### src/rtl/ptp_clk_pkg.sv
package ptp_clk_pkg;

  typedef enum logic [2:0] {
    SEL_CTRL    = 3'd0,
    SEL_TIME_LO = 3'd1,
    SEL_TIME_HI = 3'd2,
    SEL_INC_LO  = 3'd3,
    SEL_INC_HI  = 3'd4
  } regSel_e;

  // strobes from the register control to the counter datapath
  typedef struct packed {
    logic timeLoWr;
    logic timeHiWr;
    logic incLoWr;
    logic incHiWr;
    logic latchHi;
    logic count;
  } dpStb_t;

endpackage

### src/rtl/ptp_clk_dp.sv
module ptp_clk_dp
  import ptp_clk_pkg::*;
#(
  parameter int REG_W = 32,
  parameter int FRAC_W = 32,
  parameter logic [2*REG_W-1:0] RESET_INC = 64'h0000_0001_9999_9999
) (
  input  logic               clk,
  input  logic               rstN,
  input  dpStb_t             stb,
  input  logic [REG_W-1:0]   wdata,
  output logic [2*REG_W-1:0] timeVal,
  output logic [2*REG_W-1:0] incVal,
  output logic [REG_W-1:0]   latchedHi
);
  localparam int TIME_W = 2 * REG_W;
  localparam int INC_W  = 2 * REG_W;
  localparam int INT_W  = INC_W - FRAC_W;

  logic [TIME_W-1:0] timeReg;
  logic [INC_W-1:0]  incReg;
  logic [FRAC_W-1:0] fracAcc;
  logic [REG_W-1:0]  timeHold;
  logic [REG_W-1:0]  incHold;
  logic [REG_W-1:0]  hiCapture;
  logic [FRAC_W:0]   fracSum;
  logic [TIME_W-1:0] timeNext;

  always_comb begin
    fracSum  = {1'b0, fracAcc} + {1'b0, incReg[FRAC_W-1:0]};
    timeNext = timeReg + TIME_W'(incReg[INC_W-1:INC_W-INT_W])
                       + TIME_W'(fracSum[FRAC_W]);
  end

  always_ff @(posedge clk or negedge rstN) begin
    if (!rstN) begin
      timeReg   <= '0;
      fracAcc   <= '0;
      incReg    <= RESET_INC;
      timeHold  <= '0;
      incHold   <= '0;
      hiCapture <= '0;
    end else begin
      if (stb.timeLoWr) timeHold <= wdata;
      if (stb.incLoWr)  incHold  <= wdata;
      if (stb.incHiWr)  incReg   <= {wdata, incHold};
      if (stb.latchHi)  hiCapture <= timeReg[TIME_W-1:REG_W];
      if (stb.timeHiWr) begin
        timeReg <= {wdata, timeHold};
        fracAcc <= '0;
      end else if (stb.count) begin
        timeReg <= timeNext;
        fracAcc <= fracSum[FRAC_W-1:0];
      end
    end
  end

  assign timeVal   = timeReg;
  assign incVal    = incReg;
  assign latchedHi = hiCapture;

endmodule

### src/rtl/ptp_clk_ctrl.sv
module ptp_clk_ctrl
  import ptp_clk_pkg::*;
#(
  parameter int REG_W = 32
) (
  input  logic               clk,
  input  logic               rstN,
  input  logic               regWr,
  input  logic               regRd,
  input  logic [2:0]         regAddr,
  input  logic [REG_W-1:0]   regWdata,
  input  logic [2*REG_W-1:0] timeVal,
  input  logic [2*REG_W-1:0] incVal,
  input  logic [REG_W-1:0]   latchedHi,
  output dpStb_t             stb,
  output logic               countEn,
  output logic [REG_W-1:0]   rdata
);
  regSel_e sel;
  logic    enReg;

  assign sel = regSel_e'(regAddr);

  always_comb begin
    stb          = '0;
    stb.timeLoWr = regWr && (sel == SEL_TIME_LO);
    stb.timeHiWr = regWr && (sel == SEL_TIME_HI);
    stb.incLoWr  = regWr && (sel == SEL_INC_LO);
    stb.incHiWr  = regWr && (sel == SEL_INC_HI);
    stb.latchHi  = regRd && (sel == SEL_TIME_LO);
    stb.count    = enReg;
  end

  always_ff @(posedge clk or negedge rstN) begin
    if (!rstN) begin
      enReg <= 1'b0;
      rdata <= '0;
    end else begin
      if (regWr && (sel == SEL_CTRL)) enReg <= regWdata[0];
      if (regRd) begin
        case (sel)
          SEL_CTRL:    rdata <= REG_W'(enReg);
          SEL_TIME_LO: rdata <= timeVal[REG_W-1:0];
          SEL_TIME_HI: rdata <= latchedHi;
          SEL_INC_LO:  rdata <= incVal[REG_W-1:0];
          SEL_INC_HI:  rdata <= incVal[2*REG_W-1:REG_W];
          default:     rdata <= '0;
        endcase
      end
    end
  end

  assign countEn = enReg;

endmodule

### src/rtl/ptp_ns_clock.sv
module ptp_ns_clock
  import ptp_clk_pkg::*;
#(
  parameter int REG_W = 32,
  parameter int FRAC_W = 32,
  parameter logic [2*REG_W-1:0] RESET_INC = 64'h0000_0001_9999_9999
) (
  input  logic               clk,
  input  logic               rstN,
  input  logic               regWr,
  input  logic               regRd,
  input  logic [2:0]         regAddr,
  input  logic [REG_W-1:0]   regWdata,
  output logic [REG_W-1:0]   regRdata,
  output logic [2*REG_W-1:0] timeNow
);
  dpStb_t             stb;
  logic               countEn;
  logic [2*REG_W-1:0] incVal;
  logic [REG_W-1:0]   latchedHi;

  ptp_clk_ctrl #(.REG_W(REG_W)) u_ctrl (
    .clk(clk), .rstN(rstN), .regWr(regWr), .regRd(regRd),
    .regAddr(regAddr), .regWdata(regWdata), .timeVal(timeNow),
    .incVal(incVal), .latchedHi(latchedHi), .stb(stb),
    .countEn(countEn), .rdata(regRdata)
  );

  ptp_clk_dp #(.REG_W(REG_W), .FRAC_W(FRAC_W), .RESET_INC(RESET_INC)) u_dp (
    .clk(clk), .rstN(rstN), .stb(stb), .wdata(regWdata),
    .timeVal(timeNow), .incVal(incVal), .latchedHi(latchedHi)
  );

endmodule

### config.mk
export PLATFORM = sky130hd
export DESIGN_NAME = ptp_ns_clock
export DESIGN_NICKNAME = d
export VERILOG_FILES = /design/src/rtl/ptp_clk_pkg.sv /design/src/rtl/ptp_clk_dp.sv /design/src/rtl/ptp_clk_ctrl.sv /design/src/rtl/ptp_ns_clock.sv
export SDC_FILE = /design/constraint.sdc
export NUM_CORES = 1
export LEC_CHECK = 0
export ABC_AREA = 1
export BUFFER_PORTS_ARGS = -buffer_cell sky130_fd_sc_hd__buf_2
export CAP_MARGIN = 20
export CORE_AREA = 5 5 238 240
export CTS_BUF_LIST = sky130_fd_sc_hd__clkbuf_16
export CTS_CLUSTER_DIAMETER = 200
export DETAILED_ROUTE_END_ITERATION = 12
export DIE_AREA = 0 0 243 245
export GPL_ROUTABILITY_DRIVEN = 0
export PLACE_DENSITY = 0.53
export SKIP_CTS_REPAIR_TIMING = 1
export SKIP_LAST_GASP = 1
export SLEW_MARGIN = 10
export SYNTH_ARGS = -nofsm -noshare
export SYNTH_HDL_FRONTEND = slang
export SYNTH_SLANG_ARGS = --single-unit
### constraint.sdc
create_clock -name clk -period 3.3 [get_ports clk]
set_input_delay 0.99 -clock clk [delete_from_list [all_inputs] [get_ports clk]]
set_output_delay 0.99 -clock clk [all_outputs]
set_load 0.005 [all_outputs]
==> results.tsv <==
stage	metric	value	unit
run_status	status	finished, violations left	
run_status	violations	setup timing	
floorplanning	die_h	245	um
hold_path	worstHoldPathType	input pin to asynchronous set/reset pin	
logic_synthesis	avgSynthCellArea	7.12	um^2
power	clockPowerShare	21.6	%
route	dr.pass1.iters	6	
power	seq_power_share	32.6	%
global_routing	grt_pass1_wl	104000	um
place	port_buffers	134	
route	route.vias.total	18100	
logic_synthesis	netlist_area	17600	um^2
logic_synthesis	ys_ff_latch	289	
setup_path	r2r_slack	-0.21	ns
sta	hold_viol	0	
sta	slew_viol_final	0	
route	drt_iter0_markers	1452	
floorplanning	start_util	32.3	%
floorplanning	die_x	243	um
power	power_density	823	nW/um^2
power	combPwrFrac	45.7	%
logic_synthesis	seq_area_frac_synth	41.2	%
cells_and_area	antenna_cells	0	
setup_path	critPathCaptureType	flop	
logic_synthesis	synthArstFlopShare	100	%
sta	rsz0062_at_grt	yes	
clocking	clk_pin_slew_worst_paths	0.06	ns
logic_synthesis	synth.distinct_cells	46	
place	place_hpwl	52800	um
power	vdd_drop_max	0.323	mV
floorplanning	core_area	54400	um^2
global_routing	track_usage	22.4	%
route	avgViaCountPerCell	5.18	
job	maxCapViolCount	0	
clocking	cts_buffers	36	
floorplanning	dieArea	59500	um^2
power	leakage	11.5	nW
clocking	clk_latency	0.57	ns
logic_synthesis	ys_warn_count	0	
place	dpl_cell_area	20300	um^2
logic_synthesis	synth_edf_count	0	
logic_synthesis	synthCells	2474	
global_routing	grt_max_degree	75	
sta	fin_crit	3.51	ns
clocking	cts_tree	built	
setup_path	critPathArrivalTime	3.96	ns
setup_path	worstSetupPathType	flop to flop	
sta	fin_crit_sh	106	%
route	routed_wl	69300	um
cells_and_area	area_growth_syn_to_layout	25.3	%
cells_and_area	nets	2859	
power	power_switching	7.80	mW
sta	setup_tns	-4.24	ns
power	p_total	18.2	mW
cells_and_area	drive_gt1_share	21.0	%
route	ant_nets	0	
route	drcViolationCount	0	
sta	setup_viol	35	
floorplanning	rows	86	
logic_synthesis	syn_nets	2579	
sta	skew	0.0257	ns
clocking	htreeDepth	2	
sta	tightest_slew	0.709	ns
sta	slew_headroom	52.7	%
route	avgRoutedWirePerCell	19.9	um
global_routing	grt_pass1_vias	17400	
cells_and_area	fillers	5677	
clocking	cts_max_path_buffers	3	
floorplanning	io_pins	135	
logic_synthesis	synthFlopType	dfrtp_1	
sta	holdWs	0.413	ns
setup_path	cp.required	3.75	ns
sta	setup_slack	-0.213	ns
clocking	cts.sinks	289	
power	power.internal	10.4	mW
setup_path	crit_fanout	4	
power	swShare	42.9	%
clocking	clockRootBuffer	clkbuf_16	
setup_path	start_kind	flop	
global_routing	gr-total-overflow	0	
global_routing	antenna_found_initial	5	
cells_and_area	design_area	22100	um^2
place	post-place-ws	-0.416	ns
sta	fmax	0.285	GHz
-- final timing paths --
kind                                        from  cells after the start          endpoint
worst min register to register  u_dp.incHold[18]                      2  u_dp.incHold[18]
worst min-delay path                        rstN                      1  u_dp.timeHold[7]
min in group clk                u_dp.incHold[18]                      2  u_dp.incHold[18]
max in group asynchronous                   rstN                      2   u_dp.incVal[23]
worst max-delay path             u_dp.incVal[15]                     22  u_dp.timeVal[42]
worst max register to register   u_dp.incVal[15]                     22  u_dp.timeVal[42]
-- cell usage in the layout (no fill, tap or decap), types with 8 or more instances in the layout --
master and n:
a21oi_1 75, a21oi_2 10, buf_12 8, buf_2 133
buf_4 163, clkbuf_16 37, dfrtp_1 272, dfstp_2 17
ha_1 57, inv_1 324, mux2_2 63, nand2_1 852
nand2_2 50, nand2_4 13, nand3_1 139, nand3_2 16
nand4_1 43, nor2_1 137, nor3_1 25, o21ai_0 170
o21ai_1 15, o22ai_1 33, or2_2 12
-- cell families after synthesis --
family | share of synthesized area (%)
AO/OA/AOI/OAI | 10.3
buffers and inverters | 8.53
XOR/XNOR | 0.249
flip-flops | 41.2
adder cells (fa/ha/maj) | 4.82
multiplexers | 4.03
AND/OR/NAND/NOR | 30.9
-- power by group through the flow --
stage	Clock [mW]	Combinational (mW)	Sequential [mW]
2_1_floorplan	0	4.33	5.48
3_3_place_gp	0	7.58	5.91
3_5_place_dp	0	7.68	5.93
4_1_cts	4.00	7.72	5.89
5_1_grt	4.14	9.16	6.06
6_report	3.93	8.31	5.93
-- final cells by class --
type	count	area [um^2]	area share, %
clock buffers	37	926	4.20
clock inverters	29	219	0.992
inverters	323	1210	5.50
multi-input cells	1792	9430	42.7
flip-flops and latches	289	7250	32.9
well taps	704	881	3.99
repair buffers	312	2140	9.71
-- flip-flops by register name (all words and copies together), names as in the netlist --
| name | cells |
|---|---|
| u_dp.latchedHi | 32 |
| u_dp.incVal | 64 |
| u_dp.timeVal | 64 |
| u_ctrl.rdata | 32 |
| u_dp.timeHold | 32 |
| u_dp.fracAcc | 32 |
| u_ctrl.countEn | 1 |
| u_dp.incHold | 32 |
-- critical path: stages, from the launching register on --
cell	delay, ns
dfstp_2	0.56
ha_4	0.16
nand2_1	0.10
nor2_2	0.16
inv_1	0.09
nor3_2	0.25
nand2_4	0.08
nand2_4	0.07
a31oi_4	0.09
fa_2	0.41
fa_2	0.41
inv_2	0.07
buf_4	0.10
nand3_2	0.09
nand3_4	0.10
buf_4	0.12
nand3_2	0.08
nand2_4	0.11
nand2_1	0.09
nand2_1	0.06
nand2_1	0.05
nand3_1	0.06
nand2_1	0.05
-- metal layers --
metal / vias up / track usage [%] / wire [um]
met4: 2 / 7.06 / 2410
met1: 8747 / 30.6 / 30500
met5: - / 0 / 13
li1: 8519 / - / -
met3: 136 / 3.83 / 4870
met2: 650 / 36.6 / 31500
-- metrics by stage --
stage | utilization (%) | std cells
after floorplan | - | 2474
after detailed placement | 37.2 | 3403
after global routing | 40.5 | 3486
after global placement | 37.2 | 3403
final | 40.5 | 3486
after CTS | 39.3 | 3469
-- synth_stat cells, types with 3 or more instances --
library cell  number  share of area [%]
a21o_1             4               0.17
a21oi_1           85                2.4
mux2_2            63                4.0
nand2_2            3               0.11
o22ai_1           33                1.2
nand3_1          160                4.5
and2_1             3               0.11
buf_2             15               0.43
xnor2_1            4               0.20
fa_1               3               0.34
o21a_1             4               0.17
o211ai_1           3               0.13
a22o_1             3               0.15
dfrtp_1          272                 39
nand4_1           43                1.5
nand2_1          913                 19
or2_2             12               0.43
o21bai_1           7               0.30
o21ai_0          185                5.3
nor3_1            27               0.77
dfstp_2           17                2.5
nor2_1           143                3.0
nor4_1             4               0.14
clkbuf_1          52                1.1
nand3b_1           7               0.30
inv_1            320                6.8
ha_1              63                4.5
Power figures use the tool's default switching activity.
